**config.mk**
```make
export PLATFORM = sky130hd
export DESIGN_NAME = irqc_top
export DESIGN_NICKNAME = d
export VERILOG_FILES = /design/src/rtl/irqc_pkg.sv /design/src/rtl/irqc_decode.sv /design/src/rtl/irqc_status.sv /design/src/rtl/irqc_bank.sv /design/src/rtl/irqc_top.sv
export SDC_FILE = /design/constraint.sdc
export NUM_CORES = 2
export LEC_CHECK = 0
export ABC_AREA = 0
export CORE_MARGIN = 5
export CORE_UTILIZATION = 24
export CTS_CLUSTER_DIAMETER = 150
export CTS_CLUSTER_SIZE = 16
export DETAILED_ROUTE_END_ITERATION = 12
export DONT_BUFFER_PORTS = 1
export GPL_TIMING_DRIVEN = 0
export PLACE_DENSITY = 0.38
export RECOVER_POWER = 50
export REMOVE_ABC_BUFFERS = 1
export SYNTH_ARGS = -nofsm -noshare
export SYNTH_HDL_FRONTEND = slang
export SYNTH_HIERARCHICAL = 1
export SYNTH_SLANG_ARGS = --single-unit
```
**constraint.sdc**
```tcl
create_clock -name clk -period 2.9 [get_ports clk]
set_input_delay 0.29 -clock clk [delete_from_list [all_inputs] [get_ports clk]]
set_output_delay 0.29 -clock clk [all_outputs]
set_load 0.005 [all_outputs]
```
**src/rtl/irqc_pkg.sv**
```systemverilog
package irqc_pkg;
  localparam int IRQC_DW    = 32;
  localparam int IRQC_NIDX  = 5;
  localparam int IRQC_NBANK = 4;
  localparam int IRQC_AW    = 12;

  // Shared status word addresses.
  function automatic logic [IRQC_AW-1:0] stat_addr(input int idx);
    case (idx)
      0:       return 12'h020;
      1:       return 12'h024;
      2:       return 12'h720;
      3:       return 12'h724;
      default: return 12'h730;
    endcase
  endfunction

  // Per-bank enable word addresses: low group strides 8 bytes, high group 32.
  function automatic logic [IRQC_AW-1:0] en_addr(input int bank, input int idx);
    logic [IRQC_AW-1:0] b;
    b = IRQC_AW'(bank);
    case (idx)
      0:       return 12'h028 + (b << 3);
      1:       return 12'h02C + (b << 3);
      2:       return 12'h740 + (b << 5);
      3:       return 12'h744 + (b << 5);
      default: return 12'h750 + (b << 5);
    endcase
  endfunction
endpackage

```
**src/rtl/irqc_decode.sv**
```systemverilog
module irqc_decode
  import irqc_pkg::*;
#(
  parameter int NIDX  = IRQC_NIDX,
  parameter int NBANK = IRQC_NBANK
) (
  input  logic [IRQC_AW-1:0]      addr,
  output logic [NIDX-1:0]         stat_hit,
  output logic [NBANK*NIDX-1:0]   en_hit,
  output logic                    any_hit
);
  for (genvar i = 0; i < NIDX; i++) begin : g_stat
    assign stat_hit[i] = (addr == stat_addr(i));
  end

  for (genvar b = 0; b < NBANK; b++) begin : g_bank
    for (genvar i = 0; i < NIDX; i++) begin : g_idx
      assign en_hit[b*NIDX+i] = (addr == en_addr(b, i));
    end
  end

  assign any_hit = (|stat_hit) | (|en_hit);

  // no two registers may share an address.
  always_comb begin
    p_addr_unique_r6: assert ($onehot0({stat_hit, en_hit}));
  end
endmodule

```
**src/rtl/irqc_status.sv**
```systemverilog
module irqc_status #(
  parameter int DW   = 32,
  parameter int NIDX = 5
) (
  input  logic                 clk,
  input  logic                 rst_n,
  input  logic [NIDX*DW-1:0]   evt,
  input  logic [NIDX-1:0]      clr_sel,
  input  logic [DW-1:0]        wdata,
  output logic [NIDX*DW-1:0]   status
);
  for (genvar i = 0; i < NIDX; i++) begin : g_word
    logic [DW-1:0] clr_mask;
    assign clr_mask = clr_sel[i] ? wdata : '0;

    // Event OR is applied after the clear, so a same-cycle event survives.
    always_ff @(posedge clk) begin
      if (!rst_n) status[i*DW +: DW] <= '0;
      else        status[i*DW +: DW] <= (status[i*DW +: DW] & ~clr_mask)
                                        | evt[i*DW +: DW];
    end

    p_evt_sets_r2: assert property (@(posedge clk) disable iff (!rst_n)
      (evt[i*DW +: DW] != '0) |=>
        ((status[i*DW +: DW] & $past(evt[i*DW +: DW])) == $past(evt[i*DW +: DW])));

    p_w1c_clears_r3: assert property (@(posedge clk) disable iff (!rst_n)
      clr_sel[i] |=>
        ((status[i*DW +: DW] & $past(wdata & ~evt[i*DW +: DW])) == '0));

    p_event_wins_r4: assert property (@(posedge clk) disable iff (!rst_n)
      (clr_sel[i] && ((evt[i*DW +: DW] & wdata) != '0)) |=>
        ((status[i*DW +: DW] & $past(evt[i*DW +: DW] & wdata))
          == $past(evt[i*DW +: DW] & wdata)));
  end
endmodule

```
**src/rtl/irqc_bank.sv**
```systemverilog
module irqc_bank #(
  parameter int DW   = 32,
  parameter int NIDX = 5
) (
  input  logic                 clk,
  input  logic                 rst_n,
  input  logic [NIDX*DW-1:0]   status,
  input  logic [NIDX-1:0]      en_wr,
  input  logic [DW-1:0]        wdata,
  output logic [NIDX*DW-1:0]   enable,
  output logic                 irq
);
  logic [NIDX-1:0] word_hit;

  for (genvar i = 0; i < NIDX; i++) begin : g_en
    always_ff @(posedge clk) begin
      if (!rst_n)       enable[i*DW +: DW] <= '0;
      else if (en_wr[i]) enable[i*DW +: DW] <= wdata;
    end
    assign word_hit[i] = |(status[i*DW +: DW] & enable[i*DW +: DW]);

    p_en_readback_r5: assert property (@(posedge clk) disable iff (!rst_n)
      en_wr[i] |=> (enable[i*DW +: DW] == $past(wdata)));
  end

  always_ff @(posedge clk) begin
    if (!rst_n) irq <= 1'b0;
    else        irq <= |word_hit;
  end

  p_irq_rise_cause_r7: assert property (@(posedge clk) disable iff (!rst_n)
    $rose(irq) |-> ($past(status) != '0 && $past(enable) != '0));

  p_irq_no_enable_r8: assert property (@(posedge clk) disable iff (!rst_n)
    (enable == '0) |=> !irq);

  p_irq_no_status_r8: assert property (@(posedge clk) disable iff (!rst_n)
    (status == '0) |=> !irq);
endmodule

```
**src/rtl/irqc_top.sv**
```systemverilog
module irqc_top
  import irqc_pkg::*;
#(
  parameter int DW    = IRQC_DW,
  parameter int NIDX  = IRQC_NIDX,
  parameter int NBANK = IRQC_NBANK
) (
  input  logic                  clk,
  input  logic                  rst_n,
  input  logic [NIDX*DW-1:0]    evt_pulse,
  input  logic                  reg_wr,
  input  logic [IRQC_AW-1:0]    reg_addr,
  input  logic [DW-1:0]         reg_wdata,
  output logic [DW-1:0]         reg_rdata,
  output logic [NBANK-1:0]      irq_o
);
  localparam int NEN = NBANK * NIDX;

  logic [NIDX-1:0]       stat_hit;
  logic [NEN-1:0]        en_hit;
  logic                  any_hit;
  logic [NIDX*DW-1:0]    status;
  logic [NBANK*NIDX*DW-1:0] enables;

  irqc_decode #(.NIDX(NIDX), .NBANK(NBANK)) u_dec (
    .addr     (reg_addr),
    .stat_hit (stat_hit),
    .en_hit   (en_hit),
    .any_hit  (any_hit)
  );

  irqc_status #(.DW(DW), .NIDX(NIDX)) u_stat (
    .clk     (clk),
    .rst_n   (rst_n),
    .evt     (evt_pulse),
    .clr_sel (stat_hit & {NIDX{reg_wr}}),
    .wdata   (reg_wdata),
    .status  (status)
  );

  // every bank sees the same status; only its enables decide routing.
  for (genvar b = 0; b < NBANK; b++) begin : g_bank
    irqc_bank #(.DW(DW), .NIDX(NIDX)) u_bank (
      .clk    (clk),
      .rst_n  (rst_n),
      .status (status),
      .en_wr  (en_hit[b*NIDX +: NIDX] & {NIDX{reg_wr}}),
      .wdata  (reg_wdata),
      .enable (enables[b*NIDX*DW +: NIDX*DW]),
      .irq    (irq_o[b])
    );
  end

  always_comb begin
    reg_rdata = '0;
    for (int i = 0; i < NIDX; i++)
      if (stat_hit[i]) reg_rdata = reg_rdata | status[i*DW +: DW];
    for (int e = 0; e < NEN; e++)
      if (en_hit[e]) reg_rdata = reg_rdata | enables[e*DW +: DW];
  end

  p_unmapped_zero_r10: assert property (@(posedge clk) disable iff (!rst_n)
    !any_hit |-> (reg_rdata == '0));

  p_unmapped_write_r10: assert property (@(posedge clk) disable iff (!rst_n)
    (reg_wr && !any_hit && evt_pulse == '0) |=> ($stable(status) && $stable(enables)));
endmodule

```
==> impl_metrics.xml <==
<?xml version="1.0" encoding="UTF-8"?>
<metrics>
  <group name="detailed_routing">
    <metric name="finalWirelength" unit="um">228000</metric>
    <metric name="route.detailed.vias_per_inst" unit="">5.82</metric>
    <metric name="drt_iter0_drc" unit="">4663</metric>
    <metric name="dr_total_vias" unit="">35400</metric>
    <metric name="drc_errors" unit="">0</metric>
    <metric name="ant_nets" unit="">0</metric>
    <metric name="drtPass1Iterations" unit="">8</metric>
    <metric name="detail_route.wl_per_cell" unit="um">37.4</metric>
  </group>
  <group name="cts">
    <metric name="clock_path_buffers" unit="">3</metric>
    <metric name="cts_htree_levels" unit="">2</metric>
    <metric name="cts.reportedPaths.clkPinSlew" unit="ns">0.09</metric>
    <metric name="tritoncts" unit="">yes</metric>
    <metric name="cts-buffers-inserted" unit="">56</metric>
    <metric name="cts.root.buffer_cell" unit="">clkbuf_16</metric>
    <metric name="clkSinkCount" unit="">804</metric>
    <metric name="insertion_delay_of_the_later_clocked_pin_in_the_worst_skew_pair" unit="ns">0.72</metric>
  </group>
  <group name="grt">
    <metric name="grt_pass1_wl" unit="um">304000</metric>
    <metric name="pin_count_of_the_biggest_net_entering_global_routing" unit="">145</metric>
    <metric name="grtUsageTotal" unit="%">27.6</metric>
    <metric name="globalRouteOverflowTotal" unit="">0</metric>
    <metric name="grt_antenna_before_repair" unit="">19</metric>
    <metric name="first_global_vias" unit="">32900</metric>
  </group>
  <group name="synth">
    <metric name="postSynthAreaPerCell" unit="sq um">9.43</metric>
    <metric name="ys_warn_count" unit="">6</metric>
    <metric name="syn-cell-area" unit="sq um">36200</metric>
    <metric name="synthesis.instances" unit="">3838</metric>
  </group>
  <group name="pwr">
    <metric name="irDropWorstVdd" unit="V">0.000437</metric>
    <metric name="power_leakage" unit="nW">15.0</metric>
    <metric name="power_density" unit="nW/um^2">464</metric>
  </group>
  <group name="outcome">
    <metric name="run_status" unit="">finished, violations left</metric>
    <metric name="failed_checks" unit="">capacitance limit, slew limit, setup timing</metric>
  </group>
  <group name="timing">
    <metric name="skew" unit="ns">0.0461</metric>
    <metric name="finalSetupViolCount" unit="">3</metric>
    <metric name="rsz0062_at_grt" unit="">no</metric>
    <metric name="finalHoldViolCount" unit="">0</metric>
    <metric name="max-slew-margin-rel" unit="%">-21.3</metric>
    <metric name="max_slew.worst_pin.slew" unit="ns">1.82</metric>
    <metric name="post-route-period-util" unit="%">103</metric>
    <metric name="number_of_slew_limit_violations_in_the_final_report" unit="">45</metric>
    <metric name="max_freq" unit="MHz">336</metric>
    <metric name="timing.final.ws_setup" unit="ns">-0.0755</metric>
    <metric name="layout_min_cycle_time" unit="ns">2.98</metric>
  </group>
  <group name="flow_run">
    <metric name="cap_viol_max_count" unit="">3</metric>
  </group>
  <group name="die">
    <metric name="dieArea" unit="sq um">159000</metric>
    <metric name="core_region_area" unit="sq um">150000</metric>
    <metric name="die_w" unit="um">398</metric>
    <metric name="floorplan.initialDensity" unit="%">24.1</metric>
    <metric name="design.portCount" unit="">243</metric>
    <metric name="num_rows" unit="">142</metric>
    <metric name="die_height" unit="um">398</metric>
  </group>
  <group name="placement">
    <metric name="portBuffers" unit="">0</metric>
    <metric name="placed_area" unit="sq um">39400</metric>
    <metric name="place_congestion" unit="">0.922</metric>
    <metric name="place_ws" unit="ns">-0.656</metric>
    <metric name="dp_hpwl" unit="um">161000</metric>
  </group>
  <group name="hold_path">
    <metric name="min-delay-path-class" unit="">in2reg</metric>
  </group>
  <group name="setup_path">
    <metric name="cp.required" unit="ns">3.36</metric>
    <metric name="critPathCaptureType" unit="">flop</metric>
    <metric name="critPathMaxFanout" unit="">6</metric>
    <metric name="start_kind" unit="">flop</metric>
    <metric name="setup.worst_path.class" unit="">reg2reg</metric>
    <metric name="critical_path_arrival" unit="ns">3.43</metric>
  </group>
  <group name="cells_and_area">
    <metric name="final_common_cell" unit="">dfxtp_1</metric>
    <metric name="final.fill_count" unit="">15900</metric>
    <metric name="layout-drive-gt1-share" unit="%">6.68</metric>
    <metric name="post-route-cell-area" unit="sq um">44700</metric>
    <metric name="final_cell_mix" unit="">804 x dfxtp_1, 680 x nor2_1, 640 x mux2i_1</metric>
    <metric name="area_growth_from_synthesis_to_final_layout" unit="%">23.4</metric>
    <metric name="layout.nets" unit="">4277</metric>
  </group>
</metrics>
layer usage:
| metal | wire length [um] | part of all wire (%) | global-route usage (%) |
|---|---|---|---|
| met4 | 11700 | 5.1 | 12.0 |
| met1 | 97200 | 43 | 37.6 |
| met5 | 54 | 0.024 | 0 |
| met3 | 19500 | 8.5 | 5.05 |
| met2 | 99600 | 44 | 42.7 |
stage by stage:
step	util [%]	setup TNS, ns	std cells	power (mW)	hold slack [ns]
after floorplan	-	-618.73	3551	11.9	0.390
after global placement	24.9	-5323.49	5567	12.3	0.396
after global routing	29.8	0	6088	21.3	0.0785
after CTS	29.9	0	6085	20.9	0.0393
after detailed placement	26.3	-125.21	5657	12.4	0.399
final	29.8	-0.143	6093	20.8	0.0866
worst max-delay path, stage by stage, from the launching register on:
cell	delay (ns)
dfxtp_1	0.44
a22o_1	0.24
a221oi_1	0.64
nand4_1	0.44
nor4_2	0.55
a31oi_1	0.42
area by class of cell:
| cell class | instances | area [sq um] | area share, % |
|---|---|---|---|
| diodes | 6 | 15.0 | 0.0336 |
| clock buffers | 56 | 1400 | 3.14 |
| clock inverters | 3 | 41.3 | 0.0924 |
| inverters | 165 | 649 | 1.45 |
| multi-input cells | 2582 | 18300 | 41.0 |
| flip-flops and latches | 804 | 16100 | 36.0 |
| well taps | 2016 | 2520 | 5.64 |
| repair buffers | 461 | 5640 | 12.6 |
state kept, by name, indices dropped and copies added (netlist names):
name and flops:
g_bank.u_bank/enable 640, u_stat/status 160, g_bank.u_bank/irq 4
report_power, final:
group          internal, mW  switching [mW]  leakage, nW
Clock                  3.43            4.45        0.708
Combinational         0.531           0.690         7.73
Sequential             11.2           0.459         6.53
repair_timing:
item | in CTS | in global routing
buffers inserted | 34 | 2
hold buffers | 335 | 0
pin swaps | 15 | 4
gates resized for setup | 7 | 7
hold endpoints to repair | 800 | 0
setup endpoints to repair | 34 | 13
path summary, 6_finish.rpt:
check                                            start  cells past startpoint                                         to  slack, ns
max                       u_stat/status[44]$_SDFF_PN0_                      5            g_bank[3].u_bank/irq$_SDFF_PN0_      -0.08
min                                             reg_wr                      3   g_bank[0].u_bank/enable[32]$_SDFFE_PN0P_       0.09
max reg2reg               u_stat/status[44]$_SDFF_PN0_                      5            g_bank[3].u_bank/irq$_SDFF_PN0_      -0.08
min reg2reg  g_bank[2].u_bank/enable[145]$_SDFFE_PN0P_                      2  g_bank[2].u_bank/enable[145]$_SDFFE_PN0P_       0.53
No activity file was read; power rests on OpenSTA's default activity.
